`src/rtl/ddr_write_tx_pkg.sv`:
```
package ddr_write_tx_pkg;

  // Strobes the control unit issues to the datapath each tick
  typedef struct packed {
    logic load;   // capture a new write and emit control tick 0
    logic shift;  // advance both lanes by one bit
    logic goOff;  // enter the unpowered OFF state
    logic wake;   // leave the OFF state
  } txStrobeT;

  typedef enum logic [1:0] {
    ST_IDLE  = 2'd0,
    ST_FRAME = 2'd1,
    ST_OFF   = 2'd2
  } txStateT;

endpackage

```
`src/rtl/ddr_write_tx_ctrl.sv`:
```
module ddr_write_tx_ctrl
  import ddr_write_tx_pkg::*;
#(
  parameter int LANE_BITS   = 10,
  parameter int IDLE_CYCLES = 20
) (
  input  logic     clk,
  input  logic     rstN,
  input  logic     wrN,
  input  logic     csN1,
  input  logic     csN2,
  input  logic     pdN,
  output txStrobeT strb,
  output logic     busy
);

  localparam int IDLE_TICKS = 2 * IDLE_CYCLES;
  localparam int CW = $clog2(IDLE_TICKS + 1);
  localparam int IW = $clog2(LANE_BITS);
  localparam logic [CW-1:0] IDLE_MAX = CW'(IDLE_TICKS);
  localparam logic [IW-1:0] LAST_IDX = IW'(LANE_BITS - 1);

  txStateT       state;
  logic [IW-1:0] idx;
  logic [CW-1:0] idleCnt;
  logic          accept;
  logic          csLegal;

  // exactly one chip select must be asserted
  assign csLegal = csN1 ^ csN2;
  assign accept  = (state == ST_IDLE) && !wrN && csLegal;

  always_comb begin
    strb       = '0;
    strb.load  = accept;
    strb.shift = (state == ST_FRAME);
    // a write on the same tick takes priority over power-down
    strb.goOff = (state == ST_IDLE) && !accept && !pdN && (idleCnt == IDLE_MAX);
    strb.wake  = (state == ST_OFF) && pdN;
  end

  assign busy = (state == ST_FRAME);

  always_ff @(posedge clk or negedge rstN) begin
    if (!rstN) begin
      state <= ST_IDLE;
      idx   <= '0;
    end else begin
      unique case (state)
        ST_IDLE: begin
          if (accept) begin
            state <= ST_FRAME;
            idx   <= '0;
          end else if (strb.goOff) begin
            state <= ST_OFF;
          end
        end
        ST_FRAME: begin
          if (idx == LAST_IDX) begin
            state <= ST_IDLE;
            idx   <= '0;
          end else begin
            idx <= idx + 1'b1;
          end
        end
        ST_OFF: begin
          if (strb.wake) state <= ST_IDLE;
        end
        default: state <= ST_IDLE;
      endcase
    end
  end

  // Idle tick counter: cleared by frames and wake-up, saturates at the window
  always_ff @(posedge clk or negedge rstN) begin
    if (!rstN) begin
      idleCnt <= '0;
    end else if ((state == ST_FRAME) || accept || strb.wake) begin
      idleCnt <= '0;
    end else if ((state == ST_IDLE) && (idleCnt != IDLE_MAX)) begin
      idleCnt <= idleCnt + 1'b1;
    end
  end

  // the frame ends right after its last tick
  p_frame_len_r1: assert property (@(posedge clk) disable iff (!rstN)
    (state == ST_FRAME && idx == LAST_IDX) |=> (state == ST_IDLE));

  // inside a frame the bit index only advances by one
  p_busy_ignore_r7: assert property (@(posedge clk) disable iff (!rstN)
    (state == ST_FRAME && idx != LAST_IDX) |=> (state == ST_FRAME && idx == $past(idx) + 1'b1));

  // illegal chip-select pairs never start a frame
  p_illegal_cs_r5: assert property (@(posedge clk) disable iff (!rstN)
    (state == ST_IDLE && !wrN && (csN1 == csN2)) |=> (state != ST_FRAME));

  // the OFF state is entered only after a full idle window with a request
  p_off_wait_r8: assert property (@(posedge clk) disable iff (!rstN)
    $rose(state == ST_OFF) |-> ($past(idleCnt) == IDLE_MAX && $past(!pdN)));

endmodule

```
`src/rtl/ddr_write_tx_dp.sv`:
```
module ddr_write_tx_dp
  import ddr_write_tx_pkg::*;
#(
  parameter int DATA_W = 16
) (
  input  logic              clk,
  input  logic              rstN,
  input  txStrobeT          strb,
  input  logic [DATA_W-1:0] dataIn,
  input  logic              addrData,
  input  logic              csN1,
  output logic              lane0,
  output logic              lane1,
  output logic              linkClk,
  output logic              drvEn
);

  localparam int HALF      = DATA_W / 2;
  localparam int LANE_BITS = HALF + 2;

  logic [LANE_BITS-1:0] word0, word1;
  logic [LANE_BITS-2:0] sh0, sh1;
  logic                 lane0Q, lane1Q, clkQ, drvEnQ;
  logic                 csSel;

  assign csSel = !csN1;

  // bit 0 leaves first: control pair, then the payload LSB first
  assign word0 = {dataIn[HALF-1:0], addrData, 1'b0};
  assign word1 = {dataIn[DATA_W-1:HALF], csSel, 1'b0};

  always_ff @(posedge clk or negedge rstN) begin
    if (!rstN) begin
      sh0    <= '1;
      sh1    <= '1;
      lane0Q <= 1'b1;
      lane1Q <= 1'b1;
      clkQ   <= 1'b0;
      drvEnQ <= 1'b1;
    end else if (strb.goOff) begin
      sh0    <= '1;
      sh1    <= '1;
      lane0Q <= 1'b0;
      lane1Q <= 1'b0;
      clkQ   <= 1'b0;
      drvEnQ <= 1'b0;
    end else if (strb.wake) begin
      lane0Q <= 1'b1;
      lane1Q <= 1'b1;
      clkQ   <= 1'b0;
      drvEnQ <= 1'b1;
    end else if (strb.load) begin
      lane0Q <= word0[0];
      lane1Q <= word1[0];
      sh0    <= word0[LANE_BITS-1:1];
      sh1    <= word1[LANE_BITS-1:1];
      clkQ   <= 1'b1;
    end else begin
      if (strb.shift) begin
        // idle level fills in behind the payload
        lane0Q <= sh0[0];
        lane1Q <= sh1[0];
        sh0    <= {1'b1, sh0[LANE_BITS-2:1]};
        sh1    <= {1'b1, sh1[LANE_BITS-2:1]};
      end
      if (drvEnQ) clkQ <= ~clkQ;
    end
  end

  assign lane0   = lane0Q;
  assign lane1   = lane1Q;
  assign linkClk = clkQ;
  assign drvEn   = drvEnQ;

endmodule

```
`src/rtl/ddr_write_tx.sv`:
```
module ddr_write_tx
  import ddr_write_tx_pkg::*;
#(
  parameter int DATA_W      = 16,
  parameter int IDLE_CYCLES = 20
) (
  input  logic              clk,
  input  logic              rstN,
  input  logic              wrN,
  input  logic              csN1,
  input  logic              csN2,
  input  logic              addrData,
  input  logic [DATA_W-1:0] dataIn,
  input  logic              pdN,
  output logic              lane0,
  output logic              lane1,
  output logic              linkClk,
  output logic              drvEn,
  output logic              busy
);

  localparam int LANE_BITS = DATA_W / 2 + 2;

  txStrobeT strb;

  ddr_write_tx_ctrl #(
    .LANE_BITS  (LANE_BITS),
    .IDLE_CYCLES(IDLE_CYCLES)
  ) u_ctrl (
    .clk (clk),
    .rstN(rstN),
    .wrN (wrN),
    .csN1(csN1),
    .csN2(csN2),
    .pdN (pdN),
    .strb(strb),
    .busy(busy)
  );

  ddr_write_tx_dp #(
    .DATA_W(DATA_W)
  ) u_dp (
    .clk     (clk),
    .rstN    (rstN),
    .strb    (strb),
    .dataIn  (dataIn),
    .addrData(addrData),
    .csN1    (csN1),
    .lane0   (lane0),
    .lane1   (lane1),
    .linkClk (linkClk),
    .drvEn   (drvEn)
  );

  // the first frame tick carries the Low start and write markers
  p_start_bits_r2: assert property (@(posedge clk) disable iff (!rstN)
    $rose(busy) |-> (!lane0 && !lane1));

  // the link clock is High on the first frame tick
  p_frame_clk_r1: assert property (@(posedge clk) disable iff (!rstN)
    $rose(busy) |-> linkClk);

  // the link clock toggles on every tick inside a frame
  p_clk_toggle_r1: assert property (@(posedge clk) disable iff (!rstN)
    (busy && $past(busy)) |-> (linkClk != $past(linkClk)));

  // the lanes rest High between frames while powered
  p_idle_high_r6: assert property (@(posedge clk) disable iff (!rstN)
    (!busy && $past(!busy) && drvEn) |-> (lane0 && lane1));

  // nothing is driven in the OFF state
  p_off_quiet_r9: assert property (@(posedge clk) disable iff (!rstN)
    !drvEn |-> (!lane0 && !lane1 && !linkClk && !busy));

endmodule

```
`config.mk`:
```
export PLATFORM = sky130hd
export DESIGN_NAME = ddr_write_tx
export DESIGN_NICKNAME = d
export VERILOG_FILES = /design/src/rtl/ddr_write_tx_pkg.sv /design/src/rtl/ddr_write_tx_ctrl.sv /design/src/rtl/ddr_write_tx_dp.sv /design/src/rtl/ddr_write_tx.sv
export SDC_FILE = /design/constraint.sdc
export NUM_CORES = 1
export LEC_CHECK = 0
export BUFFER_PORTS_ARGS = -buffer_cell sky130_fd_sc_hd__clkbuf_2
export CAP_MARGIN = 20
export CORE_ASPECT_RATIO = 1.2
export CORE_MARGIN = 2
export CORE_UTILIZATION = 35
export DETAILED_ROUTE_END_ITERATION = 10
export PLACE_DENSITY = 0.62
export SLEW_MARGIN = 20
export SYNTH_ARGS = -nofsm -noshare
export SYNTH_HDL_FRONTEND = slang
export SYNTH_SLANG_ARGS = --single-unit
```
`constraint.sdc`:
```
create_clock -name clk -period 2.1 [get_ports clk]
set_input_delay 0.42 -clock clk [delete_from_list [all_inputs] [get_ports clk]]
set_output_delay 0.42 -clock clk [all_outputs]
set_load 0.02 [all_outputs]
```
==> impl_metrics.csv, run 1 <==
group,metric,value,unit
die,ioPinCount,28,
cts,ctsResizeCount,0,
layout,most-common-layout-cells,"clkbuf_2, dfstp_2, mux2i_1",
yosys,synth_top_family_by_area,"compound AO/OA/AOI/OAI gates",
power_and_ir_drop,p_clk_share,18.3,%
yosys,syn_inst,148,
cts,cts-buffers-inserted,5,
cts,cts_hold_buf,0,
yosys,synth_ff_type,"dfstp_2",
critical_path,slowest_delay,480,ps
yosys,seq_area_frac_synth,49.0,%
die,row_count,28,
place,dpl.hpwl,2500,um
place,numPortBuffers,27,
yosys,ys_warn_count,0,
cts,cts_setup_buffers,0,
sta,period_minus_slack,1830,ps
grt,grt_pass1_wl,5810,um
worst_hold_path,min_path_type,"in -> async",
yosys,synth.ff_latch_count,34,
sta,worstMarginPinSlew,695,ps
sta,final-hold-violation-count,0,
yosys,ys_types,41,
critical_path,crit_start,"u_ctrl.state[1]$_DFFE_PN0P_",
grt,grt_max_degree,30,
yosys,syn_nets,175,
power_and_ir_drop,powerDensity,1190,mW/mm^2
yosys,yosys.area_share.xor_xnor,3.84,%
sta,max_slew_margin,53.6,%
cts,path_clk_slew,70,ps
critical_path,endpoint,"busy",
power_and_ir_drop,combPwrFrac,38.5,%
sta,fmax,546,MHz
detailed_routing,drcViolationCount,0,
yosys,synth_area_per_cell,12.1,sq um
critical_path,cpLargestDelayFamily,"flip-flops",
yosys,synthSimpleGateAreaFrac,11.5,%
layout,instances_no_fill,245,
flow_run,drv_cap,0,
critical_path,cp-end-kind,"output port",
die,core,0.00494,sq mm
die,die_y,82.4,um
layout,final_layout_size_suffix_gt1_share,41.6,%
cts,clk_latency,280,ps
layout,fin_util,42.1,%
yosys,synth_compound_area_share,19.7,%
die,die_x,69.3,um
critical_path,timing.rr.start,"u_ctrl.state[1]$_DFFE_PN0P_",
yosys,synthesis.area,0.00179,sq mm
sta,rsz0062_at_grt,"no",
critical_path,cp_slowest_cell,"dfrtp_1",
grt,grt_pass1_vias,1206,
sta,period_share,87.2,%
detailed_routing,via_per_inst,5.14,
grt,antenna_found_initial,0,
power_and_ir_drop,power.leakage,0.844,nW
critical_path,cp_cell_sequence,"nand2b_2 > inv_2 > clkbuf_2",
detailed_routing,drt_wl_total,3440,um
detailed_routing,drt_iter0_drc,36,
yosys,async_flop_share,100,%
detailed_routing,drtAntennaViolNets,0,
sta,fin_tns_setup,0,ps
layout,nets,211,
status,status,"completed",
layout,final_common_cell,"clkbuf_2",
grt,grtUsageTotal,13.1,%
cts,htree_levels,2,
power_and_ir_drop,ir_drop,334,uV
critical_path,cp-start-kind,"flop",
cts,cts_buffer_depth,2,
yosys,synth_edf_count,0,
detailed_routing,wl_per_cell,14.0,um
detailed_routing,dr.pass1.iters,4,
grt,grt_overflow_total,0,
layout,area_growth,16.0,%
power_and_ir_drop,finalPower,2.48,mW
yosys,synth.area.mux_share,8.94,%
critical_path,reg2regPathDepth,5,
critical_path,path_buf_inv,2,
critical_path,cp.arrival,1410,ps
die,start_util,36.3,%
critical_path,cp.depth,3,
power_and_ir_drop,power.switching,0.841,mW
sta,finalClockSkew,5.15,ps
critical_path,critPathMaxFanout,7,
power_and_ir_drop,p_sw_share,33.9,%
cts,cts-root-buf,"clkbuf_8",
critical_path,crit_required,1680,ps
place,place_congestion,0.722,
power_and_ir_drop,seq_power_share,43.3,%
critical_path,crit_type,"reg -> out",
sta,slew_violations,0,
sta,setup_viol,0,
place,placed_cell_area,0.00200,sq mm
place,dp_cells,237,
layout,final_cell_area,0.00208,sq mm
detailed_routing,vias,1259,
cts,cts_tree,"yes",
critical_path,r2r_slack,400,ps
die,dieArea,0.00571,sq mm
power_and_ir_drop,p_int,1.64,mW
cts,clock-sinks,34,
critical_path,r2r-end,"u_dp.sh0[0]$_DFFE_PN1P_",
yosys,synthAdderAreaFrac,2.79,%
layout,n_antenna_cell,0,
## how the worst min path moves through the flow
stage | endpoint | slack, ps | depth (start not counted)
finish | u_ctrl.state[1]$_DFFE_PN0P_ | 170 | 1
global route | u_ctrl.idx[3]$_DFFE_PN0P_ | 220 | 1
CTS | u_ctrl.idx[3]$_DFFE_PN0P_ | 190 | 1
detailed placement | u_dp.lane0$_DFFE_PN1P_ | 490 | 2
global placement | u_dp.lane0$_DFFE_PN1P_ | 490 | 2
floorplan | u_ctrl.idleCnt[0]$_DFFE_PN0P_ | 120 | 0
## cells in the mapped netlist (3+ instances only)
| library cell | count | share of area (%) |
|---|---|---|
| inv_1 | 4 | 0.84 |
| a21oi_1 | 8 | 2.2 |
| buf_6 | 3 | 1.9 |
| xor2_1 | 3 | 1.5 |
| nor2_1 | 11 | 2.3 |
| o21ai_0 | 5 | 1.4 |
| dfstp_2 | 21 | 31 |
| a2bb2oi_2 | 8 | 6.7 |
| nor3_1 | 3 | 0.84 |
| mux2i_1 | 16 | 8.9 |
| xnor2_1 | 3 | 1.5 |
| nand2_1 | 9 | 1.9 |
| dfrtp_1 | 13 | 18 |
| a2bb2oi_1 | 7 | 3.4 |
| ha_1 | 4 | 2.8 |
## state kept, by name, indices dropped and copies added, names as in the netlist
signal,flops
u_dp.drvEn,1
u_ctrl.idx,4
u_dp.linkClk,1
u_dp.lane1,1
u_ctrl.state,2
u_dp.sh1,9
u_dp.sh0,9
u_ctrl.idleCnt,6
u_dp.lane0,1
## power groups by stage
stage | combinational [mW] | clock, mW | sequential, mW
6_report | 0.955 | 0.453 | 1.07
5_1_grt | 1.05 | 0.508 | 1.11
4_1_cts | 0.970 | 0.473 | 1.07
3_5_place_dp | 0.964 | 0 | 1.08
3_3_place_gp | 0.953 | 0 | 1.08
2_1_floorplan | 0.734 | 0 | 1.09
## final cells by class
cell class	instances	area, sq um
Inverter	5	18.8
Clock buffer	6	72.6
Fill cell	491	2860
Tap cell	60	75.1
Timing Repair Buffer	34	188
Sequential cell	34	877
Multi-Input combinational cell	104	837
Clock inverter	2	10.0
## through the flow
| stage | hold slack, ps | setup slack (ps) |
|---|---|---|
| 6_report | 174 | 270 |
| 2_1_floorplan | 124 | 516 |
| 5_1_grt | 224 | 207 |
| 3_5_place_dp | 488 | 345 |
| 4_1_cts | 189 | 269 |
| 3_3_place_gp | 489 | 373 |
## routing by layer
metal,track usage (%),share of wire (%),vias to the layer above
met3,2.91,3.7,5
met5,0,0,-
met1,15.4,46,622
met4,6.47,2.0,0
li1,-,-,611
met2,22.8,49,21
## cells by family after synthesis
kind of cell	count (synthesis)
and+or+nand+nor	39
AOI/OAI and AO/OA	38
DFF	34
muxes	16
buffers and inverters	10
xor gates and xnor gates	7
adders and majority gates	4
Power figures use the tool's default switching activity.
==> run 2: changes to the inputs <==
CORE_MARGIN = default   (was 2)
CORE_UTILIZATION = 25   (was 35)
PLACE_DENSITY = 0.5   (was 0.62)
RECOVER_POWER = 50   (was default)
==> impl_metrics.csv, run 2 (same netlist as run 1, synthesis figures left out) <==
group,metric,value,unit
critical_path,r2r-end,"u_ctrl.idx[2]$_DFFE_PN0P_",
grt,grt_pass1_wl,5970,um
critical_path,timing.rr.start,"u_ctrl.state[1]$_DFFE_PN0P_",
power_and_ir_drop,p_int,1.66,mW
critical_path,cp-end-kind,"output port",
worst_hold_path,hold_path.startpoint,"dataIn[7]",
place,placed_cell_area,0.00203,sq mm
grt,grt_pass1_vias,1237,
power_and_ir_drop,ir_drop,307,uV
sta,period_minus_slack,1840,ps
layout,area_growth,17.7,%
cts,clk_latency,280,ps
power_and_ir_drop,power.leakage,0.833,nW
status,status,"completed",
power_and_ir_drop,combPwrFrac,37.2,%
detailed_routing,via_per_inst,4.59,
place,numPortBuffers,27,
cts,cts_tree,"yes",
cts,cts_setup_buffers,0,
critical_path,cpLargestDelayFamily,"flip-flops",
layout,nets,211,
sta,rsz0062_at_grt,"no",
layout,most-common-layout-cells,"clkbuf_2, dfstp_2, mux2i_1",
critical_path,slowest_delay,480,ps
critical_path,path_buf_inv,2,
die,dieArea,0.00751,sq mm
cts,htree_levels,2,
power_and_ir_drop,power.switching,0.854,mW
cts,cts-buffers-inserted,5,
die,core,0.00690,sq mm
power_and_ir_drop,seq_power_share,43.2,%
critical_path,cp.arrival,1420,ps
detailed_routing,drt_wl_total,3670,um
layout,top_regs,"u_dp.sh0: 9 flops, u_dp.sh1: 9 flops, u_ctrl.idleCnt: 6 flops",
critical_path,crit_required,1680,ps
sta,fmax,543,MHz
power_and_ir_drop,p_sw_share,33.9,%
sta,final-hold-violation-count,0,
sta,max_slew_margin,3.08,%
sta,setup_viol,0,
sta,finalClockSkew,4.66,ps
critical_path,crit_type,"reg -> out",
layout,multi_input_area,837,sq um
cts,cts_hold_buf,0,
power_and_ir_drop,p_clk_share,19.6,%
detailed_routing,drcViolationCount,0,
sta,slew_violations,0,
layout,final_common_cell,"clkbuf_2",
layout,final_cell_area,0.00211,sq mm
critical_path,reg2regPathDepth,5,
worst_hold_path,hold_depth,3,
grt,grtUsageTotal,10.6,%
grt,grt_overflow_total,0,
power_and_ir_drop,powerDensity,1190,mW/mm^2
grt,antenna_found_initial,0,
critical_path,cp_cell_sequence,"nand2b_2 > inv_2 > clkbuf_2",
layout,final_layout_size_suffix_gt1_share,38.9,%
detailed_routing,dr.pass1.iters,4,
worst_hold_path,min_to,"u_dp.sh0[8]$_DFFE_PN1P_",
detailed_routing,drt_iter0_drc,40,
layout,seqCellArea,877,sq um
cts,clock-sinks,34,
flow_run,drv_cap,0,
grt,grt_max_degree,28,
critical_path,critPathMaxFanout,7,
sta,period_share,87.7,%
place,dp_cells,264,
sta,fin_tns_setup,0,ps
worst_hold_path,min_path_type,"in -> reg",
cts,path_clk_slew,70,ps
die,die_y,94.7,um
critical_path,cp_slowest_cell,"dfrtp_1",
detailed_routing,wl_per_cell,13.5,um
sta,worstMarginPinSlew,1450,ps
layout,instances_no_fill,272,
layout,fin_util,30.6,%
die,start_util,26.0,%
detailed_routing,drtAntennaViolNets,0,
cts,cts-root-buf,"clkbuf_8",
die,ioPinCount,28,
die,die_x,79.3,um
layout,n_antenna_cell,0,
critical_path,cp-start-kind,"flop",
detailed_routing,vias,1249,
cts,cts_buffer_depth,2,
place,dpl.hpwl,2660,um
critical_path,r2r_slack,290,ps
layout,fillers,711,
cts,ctsResizeCount,0,
die,row_count,33,
place,place_congestion,0.682,
## run 2: routing by layer
| metal | vias to the layer above | GRT usage, % | routed length, um |
|---|---|---|---|
| li1 | 606 | - | - |
| met1 | 613 | 12.4 | 1670 |
| met2 | 26 | 18.3 | 1820 |
| met3 | 4 | 2.71 | 135 |
| met4 | 0 | 4.09 | 48 |
| met5 | - | 0 | 0 |
## run 2: worst max-delay path by stage
stage | start | endpoint | slack, ps | depth (start not counted)
2_1_floorplan | u_ctrl.idleCnt[0]$_DFFE_PN0P_ | u_dp.sh1[7]$_DFFE_PN1P_ | 520 | 6
3_3_place_gp | u_ctrl.state[1]$_DFFE_PN0P_ | u_ctrl.idx[2]$_DFFE_PN0P_ | 300 | 5
3_5_place_dp | u_ctrl.state[1]$_DFFE_PN0P_ | u_ctrl.idx[2]$_DFFE_PN0P_ | 290 | 5
4_1_cts | u_ctrl.state[1]$_DFFE_PN0P_ | busy | 230 | 3
5_1_grt | u_ctrl.state[1]$_DFFE_PN0P_ | u_ctrl.idx[2]$_DFFE_PN0P_ | 100 | 5
6_report | u_ctrl.state[1]$_DFFE_PN0P_ | busy | 260 | 3
## run 2: area by class of cell
cell class                 instances  share of cell area, %
clock buffer                       7                   4.09
clock inverter                     1                  0.237
inverter                           5                  0.890
multi-input combinational        104                   39.7
sequential                        34                   41.6
tap                               87                   5.16
timing repair buffer              34                   8.36
## run 2: worst register-to-register path: cells and delay by family (launching register included)
kind	cells	cell delay (ps)
flip-flops	1	480
buffers and inverters	1	180
AND/OR/NAND/NOR	1	280
AO/OA/AOI/OAI	3	770
## run 2: stage by stage
stage / setup slack, ps / power [mW] / hold slack [ps]
floorplan: 516 / 1.82 / 124
global placement: 296 / 2.04 / 478
detailed placement: 294 / 2.05 / 474
CTS: 233 / 2.56 / 194
global route: 100 / 2.69 / 390
finish: 258 / 2.52 / 365
## run 2: power by group through the flow
stage                     Clock (mW)  Combinational, mW  Sequential [mW]
after CTS                      0.513              0.959             1.09
after global routing           0.540               1.04             1.11
after global placement             0              0.934             1.10
after detailed placement           0              0.950             1.10
final                          0.494              0.937             1.09
after floorplan                    0              0.734             1.09
==> run 3: changes to the inputs <==
BUFFER_PORTS_ARGS = -buffer_cell sky130_fd_sc_hd__buf_2   (was -buffer_cell sky130_fd_sc_hd__clkbuf_2)
==> impl_metrics.csv, run 3 (same netlist as run 1, synthesis figures left out) <==
group,metric,value,unit
cts,cts_tree,"yes",
cts,clock-sinks,34,
sta,max_slew_margin,12.5,%
place,dpl.hpwl,2620,um
grt,grtUsageTotal,10.8,%
power_and_ir_drop,powerDensity,1200,mW/mm^2
critical_path,cpLargestDelayFamily,"flip-flops",
layout,final_common_cell,"buf_2",
grt,grt_max_degree,25,
flow_run,drv_cap,0,
cts,clk_latency,290,ps
die,die_y,94.7,um
critical_path,cp.arrival,1450,ps
die,row_count,33,
critical_path,r2r-end,"u_ctrl.idx[2]$_DFFE_PN0P_",
layout,top_regs,"u_dp.sh0: 9 flops, u_dp.sh1: 9 flops, u_ctrl.idleCnt: 6 flops",
critical_path,timing.rr.start,"u_ctrl.state[1]$_DFFE_PN0P_",
layout,fillers,731,
critical_path,critPathMaxFanout,7,
place,placed_cell_area,0.00202,sq mm
layout,final_layout_size_suffix_gt1_share,39.7,%
detailed_routing,drt_wl_total,3690,um
critical_path,crit_start,"u_ctrl.state[1]$_DFFE_PN0P_",
power_and_ir_drop,power.leakage,0.833,nW
critical_path,reg2regPathDepth,5,
die,core,0.00690,sq mm
sta,rsz0062_at_grt,"no",
detailed_routing,drcViolationCount,0,
grt,grt_overflow_total,0,
cts,cts_setup_buffers,0,
detailed_routing,dr.pass1.iters,4,
worst_hold_path,min_path_type,"in -> reg",
critical_path,cp-end-kind,"output port",
layout,nets,210,
layout,area_growth,17.6,%
cts,cts-buffers-inserted,5,
sta,final-hold-violation-count,0,
die,ioPinCount,28,
status,status,"completed",
sta,period_minus_slack,1870,ps
sta,fin_tns_setup,0,ps
detailed_routing,wl_per_cell,13.6,um
cts,cts_buffer_depth,2,
die,start_util,26.0,%
critical_path,endpoint,"busy",
sta,slew_violations,0,
layout,n_antenna_cell,0,
critical_path,cp-start-kind,"flop",
cts,ctsResizeCount,0,
detailed_routing,drt_iter0_drc,33,
cts,htree_levels,2,
sta,period_share,88.9,%
grt,antenna_found_initial,0,
place,place_congestion,0.682,
critical_path,crit_type,"reg -> out",
detailed_routing,drtAntennaViolNets,0,
critical_path,cp_cell_sequence,"nand2b_1 > inv_2 > buf_2",
critical_path,cp.depth,3,
grt,grt_pass1_vias,1256,
place,numPortBuffers,27,
layout,multi_input_area,835,sq um
die,dieArea,0.00751,sq mm
sta,finalClockSkew,8.79,ps
layout,most-common-layout-cells,"buf_2, dfstp_2, mux2i_1",
sta,worstMarginPinSlew,1310,ps
critical_path,cp_slowest_cell,"dfrtp_1",
layout,final_cell_area,0.00211,sq mm
sta,setup_viol,0,
detailed_routing,via_per_inst,4.64,
power_and_ir_drop,ir_drop,369,uV
critical_path,r2r_slack,280,ps
critical_path,path_buf_inv,2,
cts,path_clk_slew,80,ps
cts,cts-root-buf,"clkbuf_8",
critical_path,slowest_delay,480,ps
layout,seqCellArea,877,sq um
cts,cts_hold_buf,0,
detailed_routing,vias,1257,
sta,fmax,536,MHz
grt,grt_pass1_wl,6140,um
critical_path,crit_required,1680,ps
die,die_x,79.3,um
-- run 3: cell types whose count changed in the layout (fill, tap and decap cells not counted), sizes merged --
cell and delta:
inv +1, clkbuf -27, buf +25
-- run 3: per-layer routing --
metal / routed length [um] / vias up / global-route usage (%)
met5: 0 / - / 0
met2: 1820 / 27 / 18.2
li1: - / 607 / -
met3: 106 / 6 / 2.61
met4: 70 / 0 / 5.45
met1: 1690 / 617 / 12.6
-- run 3: how the worst min path moves through the flow --
stage	from	endpoint	slack (ps)	cells past startpoint
global placement	rstN	u_dp.linkClk$_DFFE_PN0P_	460	1
detailed placement	rstN	u_dp.linkClk$_DFFE_PN0P_	450	1
global route	dataIn[15]	u_dp.sh1[8]$_DFFE_PN1P_	370	3
floorplan	rstN	u_ctrl.idleCnt[0]$_DFFE_PN0P_	120	0
finish	dataIn[7]	u_dp.sh0[8]$_DFFE_PN1P_	360	3
CTS	rstN	u_dp.linkClk$_DFFE_PN0P_	130	1
-- run 3: tightest hold or removal path: cells and delay by family --
family / cells / cell delay [ps]
AND/OR/NAND/NOR: 1 / 90
buffers and inverters: 1 / 100
AO/OA/AOI/OAI: 1 / 40
-- run 3: through the flow --
stage | instances | power [mW] | util [%] | hold WS, ps | setup WS (ps)
after CTS | 271 | 2.58 | 30.7 | 135 | 241
after global routing | 271 | 2.69 | 30.6 | 368 | 126
after global placement | 263 | 2.04 | 29.3 | 456 | 281
after detailed placement | 263 | 2.05 | 29.3 | 446 | 290
after floorplan | 148 | 1.82 | - | 124 | 516
final | 271 | 2.53 | 30.6 | 358 | 233
-- run 3: layout make-up --
cell class / instances / share of cell area (%)
clock inverters: 2 / 0.534
well taps: 87 / 5.17
clock buffers: 6 / 3.92
multi-input cells: 104 / 39.6
inverters: 5 / 0.891
flip-flops and latches: 34 / 41.6
repair buffers: 33 / 8.25
-- run 3: where the power goes --
part	internal, mW	total (mW)	switching [mW]
clock network	0.264	0.514	0.250
logic	0.454	0.925	0.471
registers	0.947	1.09	0.146
total	1.67	2.53	0.867
